`config.mk`:
```
export PLATFORM = sky130hd
export DESIGN_NAME = tdm_chan_switch
export DESIGN_NICKNAME = d
export VERILOG_FILES = /design/src/rtl/tdm_sw_pkg.sv /design/src/rtl/tdm_sw_slot_seq.sv /design/src/rtl/tdm_sw_entry_dec.sv /design/src/rtl/tdm_sw_out_stage.sv /design/src/rtl/tdm_chan_switch.sv
export SDC_FILE = /design/constraint.sdc
export NUM_CORES = 1
export LEC_CHECK = 0
export BUFFER_PORTS_ARGS = -buffer_cell sky130_fd_sc_hd__clkbuf_2
export CAP_MARGIN = 40
export CORE_MARGIN = 4
export CORE_UTILIZATION = 38
export CTS_CLUSTER_SIZE = 8
export DETAILED_ROUTE_END_ITERATION = 10
export PLACE_DENSITY_LB_ADDON = 0.3
export SLEW_MARGIN = 5
export SYNTH_ARGS = -nofsm -noshare
export SYNTH_HDL_FRONTEND = slang
export SYNTH_SLANG_ARGS = --single-unit
```
`constraint.sdc`:
```
create_clock -name clk -period 1.2 [get_ports clk]
set_input_delay 0.18 -clock clk [delete_from_list [all_inputs] [get_ports clk]]
set_output_delay 0.18 -clock clk [all_outputs]
set_load 0.005 [all_outputs]
```
`src/rtl/tdm_sw_pkg.sv`:
```
package tdm_sw_pkg;

   localparam int unsigned ENTRY_W = 32;
   localparam int unsigned HALF_W  = 16;
   localparam int unsigned BYTE_W  = 8;
   localparam int unsigned SEL_BIT = 2;

   typedef enum logic [1:0] {
      MD_SWITCH = 2'b00,
      MD_MSG    = 2'b01,
      MD_TRI    = 2'b10,
      MD_RSV    = 2'b11
   } chan_mode_e;

   typedef struct packed {
      logic              valid;
      logic              use_bp;
      logic              use_loc;
      logic              drive;
      logic [BYTE_W-1:0] fixed;
   } slot_plan_t;

endpackage

```
`src/rtl/tdm_sw_slot_seq.sv`:
```
module tdm_sw_slot_seq #(
   parameter int SLOTS   = 32,
   parameter int SLOT_W  = 5,
   parameter int MIN_GAP = 3
) (
   input  logic              clk,
   input  logic              rst_n,
   input  logic              slot_tick,
   input  logic [SLOT_W-1:0] slot_idx,
   input  logic              frame_odd,
   output logic              cm_rd_en,
   output logic [SLOT_W-1:0] cm_rd_addr,
   output logic              s1_valid,
   output logic              s1_bank
);
   localparam int GAP_W = $clog2(MIN_GAP + 1);

   logic             last_slot;
   logic [GAP_W-1:0] gap;

   assign last_slot  = (slot_idx == SLOT_W'(SLOTS - 1));
   assign cm_rd_en   = slot_tick;
   assign cm_rd_addr = last_slot ? '0 : slot_idx + SLOT_W'(1);

   always_ff @(posedge clk) begin
      if (!rst_n) begin
         s1_valid <= 1'b0;
         s1_bank  <= 1'b0;
      end else begin
         s1_valid <= slot_tick;
         if (slot_tick) s1_bank <= ~(frame_odd ^ last_slot);
      end
   end

   // cycles since the previous strobe, saturating at MIN_GAP
   always_ff @(posedge clk) begin
      if (!rst_n)                gap <= GAP_W'(MIN_GAP);
      else if (slot_tick)        gap <= GAP_W'(1);
      else if (gap < GAP_W'(MIN_GAP)) gap <= gap + GAP_W'(1);
   end

   assert_ahead_wrap_R2: assert property (@(posedge clk) disable iff (!rst_n)
      cm_rd_en |-> ((cm_rd_addr == '0) == (slot_idx == SLOT_W'(SLOTS - 1))));

   assert_tick_spacing_R8: assert property (@(posedge clk) disable iff (!rst_n)
      slot_tick |-> (gap >= GAP_W'(MIN_GAP)));

endmodule

```
`src/rtl/tdm_sw_entry_dec.sv`:
```
module tdm_sw_entry_dec
   import tdm_sw_pkg::*;
#(
   parameter int STRM_W = 6,
   parameter int CHAN_W = 9,
   parameter int DM_AW  = 16
) (
   input  logic               clk,
   input  logic               rst_n,
   input  logic               s1_valid,
   input  logic               s1_bank,
   input  logic [ENTRY_W-1:0] cm_rd_data,
   output logic               bp_rd_en,
   output logic [DM_AW-1:0]   bp_rd_addr,
   output logic               loc_rd_en,
   output logic [DM_AW-1:0]   loc_rd_addr,
   output slot_plan_t         s2_plan
);
   logic [HALF_W-1:0] lo_w;
   logic [HALF_W-1:0] hi_w;
   chan_mode_e        mode;
   logic              src_loc;
   logic              fetch;
   logic [DM_AW-1:0]  dm_addr;
   slot_plan_t        plan_d;
   logic              unused_bits;

   assign lo_w    = cm_rd_data[HALF_W-1:0];
   assign hi_w    = cm_rd_data[ENTRY_W-1:HALF_W];
   assign mode    = chan_mode_e'(hi_w[1:0]);
   assign src_loc = hi_w[SEL_BIT];
   assign fetch   = s1_valid && (mode == MD_SWITCH);
   assign dm_addr = {s1_bank, lo_w[CHAN_W +: STRM_W], lo_w[CHAN_W-1:0]};

   generate
      if (STRM_W + CHAN_W < HALF_W) begin : g_spare
         assign unused_bits = ^{hi_w[HALF_W-1:SEL_BIT+1], lo_w[HALF_W-1:STRM_W+CHAN_W]};
      end else begin : g_full
         assign unused_bits = ^hi_w[HALF_W-1:SEL_BIT+1];
      end
   endgenerate

   assign bp_rd_en    = fetch && !src_loc;
   assign loc_rd_en   = fetch && src_loc;
   assign bp_rd_addr  = dm_addr;
   assign loc_rd_addr = dm_addr;

   always_comb begin
      plan_d         = '0;
      plan_d.valid   = s1_valid;
      plan_d.use_bp  = bp_rd_en;
      plan_d.use_loc = loc_rd_en;
      plan_d.drive   = (mode == MD_SWITCH) || (mode == MD_MSG);
      plan_d.fixed   = (mode == MD_MSG) ? lo_w[BYTE_W-1:0] : '0;
   end

   always_ff @(posedge clk) begin
      if (!rst_n) s2_plan <= '0;
      else        s2_plan <= plan_d;
   end

   assert_single_port_R9: assert property (@(posedge clk) disable iff (!rst_n)
      $onehot0({bp_rd_en, loc_rd_en}));

   assert_plan_marks_fetch_R9: assert property (@(posedge clk) disable iff (!rst_n)
      (bp_rd_en || loc_rd_en) |=> (s2_plan.drive && (s2_plan.fixed == '0)));

endmodule

```
`src/rtl/tdm_sw_out_stage.sv`:
```
module tdm_sw_out_stage
   import tdm_sw_pkg::*;
#(
   parameter int DM_LAT = 1
) (
   input  logic              clk,
   input  logic              rst_n,
   input  logic              slot_tick,
   input  slot_plan_t        s2_plan,
   input  logic [BYTE_W-1:0] bp_rd_data,
   input  logic [BYTE_W-1:0] loc_rd_data,
   output logic [BYTE_W-1:0] out_byte,
   output logic              out_en
);
   slot_plan_t        s3_plan;
   logic              st_en;
   logic [BYTE_W-1:0] st_byte;

   generate
      if (DM_LAT == 1) begin : g_direct
         assign s3_plan = s2_plan;
      end else begin : g_delay
         slot_plan_t dly [DM_LAT-1];
         always_ff @(posedge clk) begin
            if (!rst_n) begin
               for (int i = 0; i < DM_LAT-1; i++) dly[i] <= '0;
            end else begin
               dly[0] <= s2_plan;
               for (int i = 1; i < DM_LAT-1; i++) dly[i] <= dly[i-1];
            end
         end
         assign s3_plan = dly[DM_LAT-2];
      end
   endgenerate

   always_ff @(posedge clk) begin
      if (!rst_n) begin
         st_en   <= 1'b0;
         st_byte <= '0;
      end else if (s3_plan.valid) begin
         st_en   <= s3_plan.drive;
         st_byte <= s3_plan.use_bp  ? bp_rd_data  :
                    s3_plan.use_loc ? loc_rd_data : s3_plan.fixed;
      end
   end

   always_ff @(posedge clk) begin
      if (!rst_n) begin
         out_en   <= 1'b0;
         out_byte <= '0;
      end else if (slot_tick) begin
         out_en   <= st_en;
         out_byte <= st_byte;
      end
   end

   assert_quiet_when_off_R6: assert property (@(posedge clk) disable iff (!rst_n)
      !out_en |-> (out_byte == '0));

   assert_hold_between_ticks_R8: assert property (@(posedge clk) disable iff (!rst_n)
      !slot_tick |=> ($stable(out_en) && $stable(out_byte)));

endmodule

```
`src/rtl/tdm_chan_switch.sv`:
```
module tdm_chan_switch
   import tdm_sw_pkg::*;
#(
   parameter  int SLOTS  = 32,
   parameter  int STRM_W = 6,
   parameter  int CHAN_W = 9,
   parameter  int DM_LAT = 1,
   localparam int SLOT_W = $clog2(SLOTS),
   localparam int DM_AW  = 1 + STRM_W + CHAN_W
) (
   input  logic               clk,
   input  logic               rst_n,
   input  logic               slot_tick,
   input  logic [SLOT_W-1:0]  slot_idx,
   input  logic               frame_odd,
   output logic               cm_rd_en,
   output logic [SLOT_W-1:0]  cm_rd_addr,
   input  logic [ENTRY_W-1:0] cm_rd_data,
   output logic               bp_rd_en,
   output logic [DM_AW-1:0]   bp_rd_addr,
   input  logic [BYTE_W-1:0]  bp_rd_data,
   output logic               loc_rd_en,
   output logic [DM_AW-1:0]   loc_rd_addr,
   input  logic [BYTE_W-1:0]  loc_rd_data,
   output logic [BYTE_W-1:0]  out_byte,
   output logic               out_en
);
   localparam int MIN_GAP = DM_LAT + 2;

   generate
      if (SLOTS < 2)                 begin : g_bad_slots  $error("SLOTS must be at least 2"); end
      if (STRM_W + CHAN_W > HALF_W)  begin : g_bad_fields $error("stream and channel fields exceed the low word"); end
      if (DM_LAT < 1 || DM_LAT > 4)  begin : g_bad_lat    $error("DM_LAT must be 1 to 4"); end
   endgenerate

   logic       s1_valid;
   logic       s1_bank;
   slot_plan_t s2_plan;

   tdm_sw_slot_seq #(.SLOTS(SLOTS), .SLOT_W(SLOT_W), .MIN_GAP(MIN_GAP)) u_seq (
      .clk        (clk),
      .rst_n      (rst_n),
      .slot_tick  (slot_tick),
      .slot_idx   (slot_idx),
      .frame_odd  (frame_odd),
      .cm_rd_en   (cm_rd_en),
      .cm_rd_addr (cm_rd_addr),
      .s1_valid   (s1_valid),
      .s1_bank    (s1_bank)
   );

   tdm_sw_entry_dec #(.STRM_W(STRM_W), .CHAN_W(CHAN_W), .DM_AW(DM_AW)) u_dec (
      .clk         (clk),
      .rst_n       (rst_n),
      .s1_valid    (s1_valid),
      .s1_bank     (s1_bank),
      .cm_rd_data  (cm_rd_data),
      .bp_rd_en    (bp_rd_en),
      .bp_rd_addr  (bp_rd_addr),
      .loc_rd_en   (loc_rd_en),
      .loc_rd_addr (loc_rd_addr),
      .s2_plan     (s2_plan)
   );

   tdm_sw_out_stage #(.DM_LAT(DM_LAT)) u_out (
      .clk         (clk),
      .rst_n       (rst_n),
      .slot_tick   (slot_tick),
      .s2_plan     (s2_plan),
      .bp_rd_data  (bp_rd_data),
      .loc_rd_data (loc_rd_data),
      .out_byte    (out_byte),
      .out_en      (out_en)
   );

   assert_fetch_follows_lookup_R9: assert property (@(posedge clk) disable iff (!rst_n)
      (bp_rd_en || loc_rd_en) |-> $past(cm_rd_en));

endmodule

```
* Word-level counts from Yosys, hierarchy flattened *
Index checks and enable logic that the tools add are counted.

storage, ports and cells
  flip-flop bits (word level) = 32
  output and inout port bits = 49
  word-level logic and storage cells = 26
  input bits = 57

cells by class
  add/subtract/negate cells = 1
  bitwise logic cells = 2
  reduce and logical (&&, ||, !) cells = 7
  muxes and demuxes = 3
  equality and inequality tests = 2

operator list
  kind                                                             count
  8-bit two-way mux                                                2
  5-bit by 1-bit adder with 5-bit output, second input constant    1
  5-bit == test, second input constant                             1
  5-bit two-way mux                                                1
  1-bit logical AND                                                3
  2-bit by 1-bit == test with 1-bit output, second input constant  1
  2-bit zero test                                                  1
  2-bit AND reduction                                              1
  1-bit zero test                                                  1
  1-bit logical OR                                                 1
  1-bit inverter                                                   1
  1-bit bitwise XOR                                                1

* Longest topological paths before layout *
  depth in word-level cells = 3
  mapped depth = 5
  gate-level depth less buffers = 5

* Hierarchy *
From an unflattened synthesis, not the netlist that was laid out.

unflattened totals
  cells, all modules = 155
  area total of the unflattened synthesis = 1612.8 µm²

modules (own cells, without submodules)
  module            instances  cells each  seq. area each (µm²)  area each (µm²)
  tdm_sw_out_stage  1          78          360.3                 854.6
  tdm_sw_entry_dec  1          60          240.2                 606.8
  tdm_sw_slot_seq   1          17          40.0                  151.4

* Least setup slack after synthesis *
Ideal clock, no wire load.

  path kind = input to output
  start point = input port slot_idx[0]
  end point = output port cm_rd_addr[3]
  setup slack = -9 ps
  data required time = 1020 ps
  path buffers = 0
  cell stages on the path = 5
  data arrival time = 1029 ps
  path through = ha_1 -> and3_1 -> ha_1 -> nor2b_1 -> mux2_2

between the ends
  cells in the longest elaborated chain, start to end = 2
  elaborated cells on any way between the ends = 3
  classes of those cells = add/sub (1); eq/ne (1); mux (1)

ends and longest elaborated chain
  what                                                                            RTL line                                      RTL
  from (decl)                                                                     tdm_chan_switch.sv:14                         input logic [SLOT_W-1:0] slot_idx,
  5-bit by 1-bit adder with 5-bit output / 5-bit == test (equally long branches)  tdm_sw_slot_seq.sv:23, tdm_sw_slot_seq.sv:21
  5-bit two-way mux *                                                             tdm_sw_slot_seq.sv:23                         assign cm_rd_addr = last_slot ? '0 : slot_idx + SLOT_W'(1);
  to (decl)                                                                       tdm_chan_switch.sv:17                         output logic [SLOT_W-1:0] cm_rd_addr,

Mark *: on every way between the ends. The rest lies on a longest branch, timed or not.

* Final worst setup path *
  start point = input port slot_idx[1]
  end point = output port cm_rd_addr[3]

Same word-level chain as after synthesis.

==> impl_metrics.tcl <==
set metrics [dict create \
    relSlewSlack 0.7597 \
    holdBufCountCts 0 \
    hold_class "in2reg" \
    diodes 0 \
    numPortBuffers 70 \
    syn-num-nets 215 \
    synth-edff-count 0 \
    first_pass_iters 4 \
    htree_num_levels 2 \
    synth_top_cell_by_area "dfxtp_1" \
    drive_gt1_frac 0.4878 \
    cts_sinks 32 \
    rows 23 \
    hold_slack_ns 0.1329 \
    violations "setup timing" \
    gr-usage-all-layers 0.1231 \
    min_to "u_dec.s2_plan[1]" \
    grt_start_max_net_pins 17 \
    total_leakage_power_nw 0.9281 \
    reg2reg_from "u_dec.s2_plan[9]" \
    synth_warnings 0 \
    yosys-top-cells-count "buf_4 (36), dfxtp_1 (32), mux2i_1 (18), nor2b_1 (13), and2_1 (12)" \
    synthCells 156 \
    chipWidth_um 73.10 \
    seq_area_frac_synth 0.3978 \
    cts_buffers 5 \
    grt_pass1_vias 1137 \
    fin_skew_ns 0.003310 \
    area_growth_pct 23.70 \
    root_buffer "clkbuf_8" \
    synth_ff_type "dfxtp_1" \
    cts_tree "yes" \
    clock.fmax_mhz 761.9 \
    worst-r2r-cell-count 3 \
    outcome "finished, violations left" \
    fp.dieH_um 73.10 \
    cp_max_fo 4 \
    fin_nets 263 \
    synth.area.top_cells "dfxtp_1 (40%), buf_4 (17%), mux2i_1 (11%)" \
    synth_cell_type_count 26 \
    place_congestion 0.6995 \
    yosysMostFrequentCell "buf_4" \
    ys_seq_elements 32 \
    hold_path_depth 2 \
    reg2reg_to "u_out.st_byte[7]" \
    drtIter0Drc 14 \
    p_per_area_nw_per_um2 1097 \
    cp_data_required_time_ns 1.02 \
    drv_cap 0 \
    clk_pin_slew_ns 0.06 \
    hold_violations 0 \
    post-place-cells 244 \
    final_cell_count_no_fill 255 \
    avgRoutedWirePerCell_um 12.48 \
    slew_viol_final 0 \
    die_area_um2 5343 \
    final_util 0.4909 \
    setup_viol 4 \
    rsz0062_at_grt "yes" \
    dp_hpwl_um 2385 \
    worst_pin_slew_ns 0.3604 \
    postRouteAntennaNets 0 \
    fin_crit_ns 1.312 \
    routed-via-count 1157 \
    start_util 0.3969 \
    wl_um 3183 \
    synth_top_area_share 0.3978 \
    core-area_um2 4058 \
    hp-start "cm_rd_data[1]" \
    ir_worst_vdd_mv 0.6458 \
    clock_path_buffers 2 \
    syn_area_um2 1610 \
    worst_slack_ns -0.1125 \
    crit_type "in2out" \
    antenna_found_initial 0 \
    cp.arrival_ns 1.13 \
    io_pins 106 \
    r2r_setup_slack_ns 0.21 \
    synthArstFlopShare 0 \
    start_kind "primary input" \
    drc 0 \
    synth_area_per_cell_um2 10.32 \
    grt_overflow 0 \
    clk-insertion-delay-late_ns 0.27 \
    vias_per_cell 4.537 \
    grt_pass1_wl_um 5037 \
    period_share 1.094 \
    cp-end-kind "output pin" \
]
[layout make-up]
cell class              instances  area (µm²)
clock buffers                   8       90.09
fillers                       381        2066
multi-input cells              84       719.4
flip-flops and latches         32       641.9
well taps                      50       62.56
repair buffers                 81       478.0
[critical path: stages]
cell	delay [ns]
buf_8	0.08
ha_4	0.12
and3_4	0.18
ha_4	0.15
nor2_2	0.04
mux2_4	0.26
buf_6	0.11
[routing by layer]
metal	vias up	wire [µm]	part of all wire	track usage
met5	-	0	0	0
met4	0	61	0.019	0.05738
met3	6	275	0.086	0.04959
met2	49	1527	0.48	0.2016
met1	504	1318	0.41	0.1389
li1	598	-	-	-
[how the worst max path moves through the flow]
stage / start / slack (ns) / to / depth (start not counted)
2_1_floorplan: slot_idx[0] / 0.02 / cm_rd_addr[3] / 5
3_3_place_gp: slot_idx[0] / -0.19 / cm_rd_addr[3] / 7
3_5_place_dp: slot_idx[1] / -0.21 / cm_rd_addr[3] / 7
4_1_cts: slot_idx[0] / -0.13 / cm_rd_addr[3] / 7
5_1_grt: slot_idx[1] / -0.14 / cm_rd_addr[3] / 7
6_report: slot_idx[1] / -0.11 / cm_rd_addr[3] / 7
[power by group]
part	leakage, nW	switching (mW)	internal (mW)
Clock	0.0455	0.349	0.467
Combinational	0.623	0.121	0.158
Sequential	0.260	0.00826	1.08
[through the flow]
stage                     total power, mW  setup WS (ns)  setup TNS, ns  area, µm²
after floorplan                     1.307        0.01955              0       1613
after global placement              1.364        -0.1885        -0.3721       1795
after detailed placement            1.364        -0.2107        -0.4318       1795
after CTS                           2.204        -0.1272        -0.1511       1944
after global routing                2.282        -0.1444        -0.4130       1992
final                               2.185        -0.1125        -0.2728       1992
[cells by family after synthesis]
| group | Yosys count | synth area share |
|---|---|---|
| buf+inv | 40 | 0.1880 |
| xor+xnor | 2 | 0.01088 |
| flops | 32 | 0.3978 |
| fa+ha+maj | 2 | 0.01554 |
| mux | 19 | 0.1189 |
| simple gates | 52 | 0.2168 |
| compound gates | 9 | 0.05206 |
[layout by cell type, fill, tap and decap left out, drive strengths merged]
master  count
clkbuf     71
dfxtp      32
mux2i      18
buf        18
nor2b      13
and2       12
nand3b      9
nand2       8
o221ai      7
nor2        3
xnor2       2
ha          2
and3        2
nand3       1
mux2        1
nor4b       1
nor3b       1
a22o        1
and3b       1
nand4       1
o211ai      1
[sequential cells by signal (all words and copies together) (netlist names)]
register / cells
u_out.out_en: 1
u_seq.s1_valid: 1
u_out.st_en: 1
u_out.st_byte: 8
u_seq.s1_bank: 1
u_out.out_byte: 8
u_dec.s2_plan: 12
[timing repair]
| action | 4_1_cts | 5_1_grt |
|---|---|---|
| cloned | 0 | 0 |
| gates resized for setup | 8 | 12 |
| endpoints found under the setup margin | 5 | 4 |
| buffers inserted | 1 | 2 |
| pin swaps | 3 | 5 |
(Power assumes the default switching activity.)
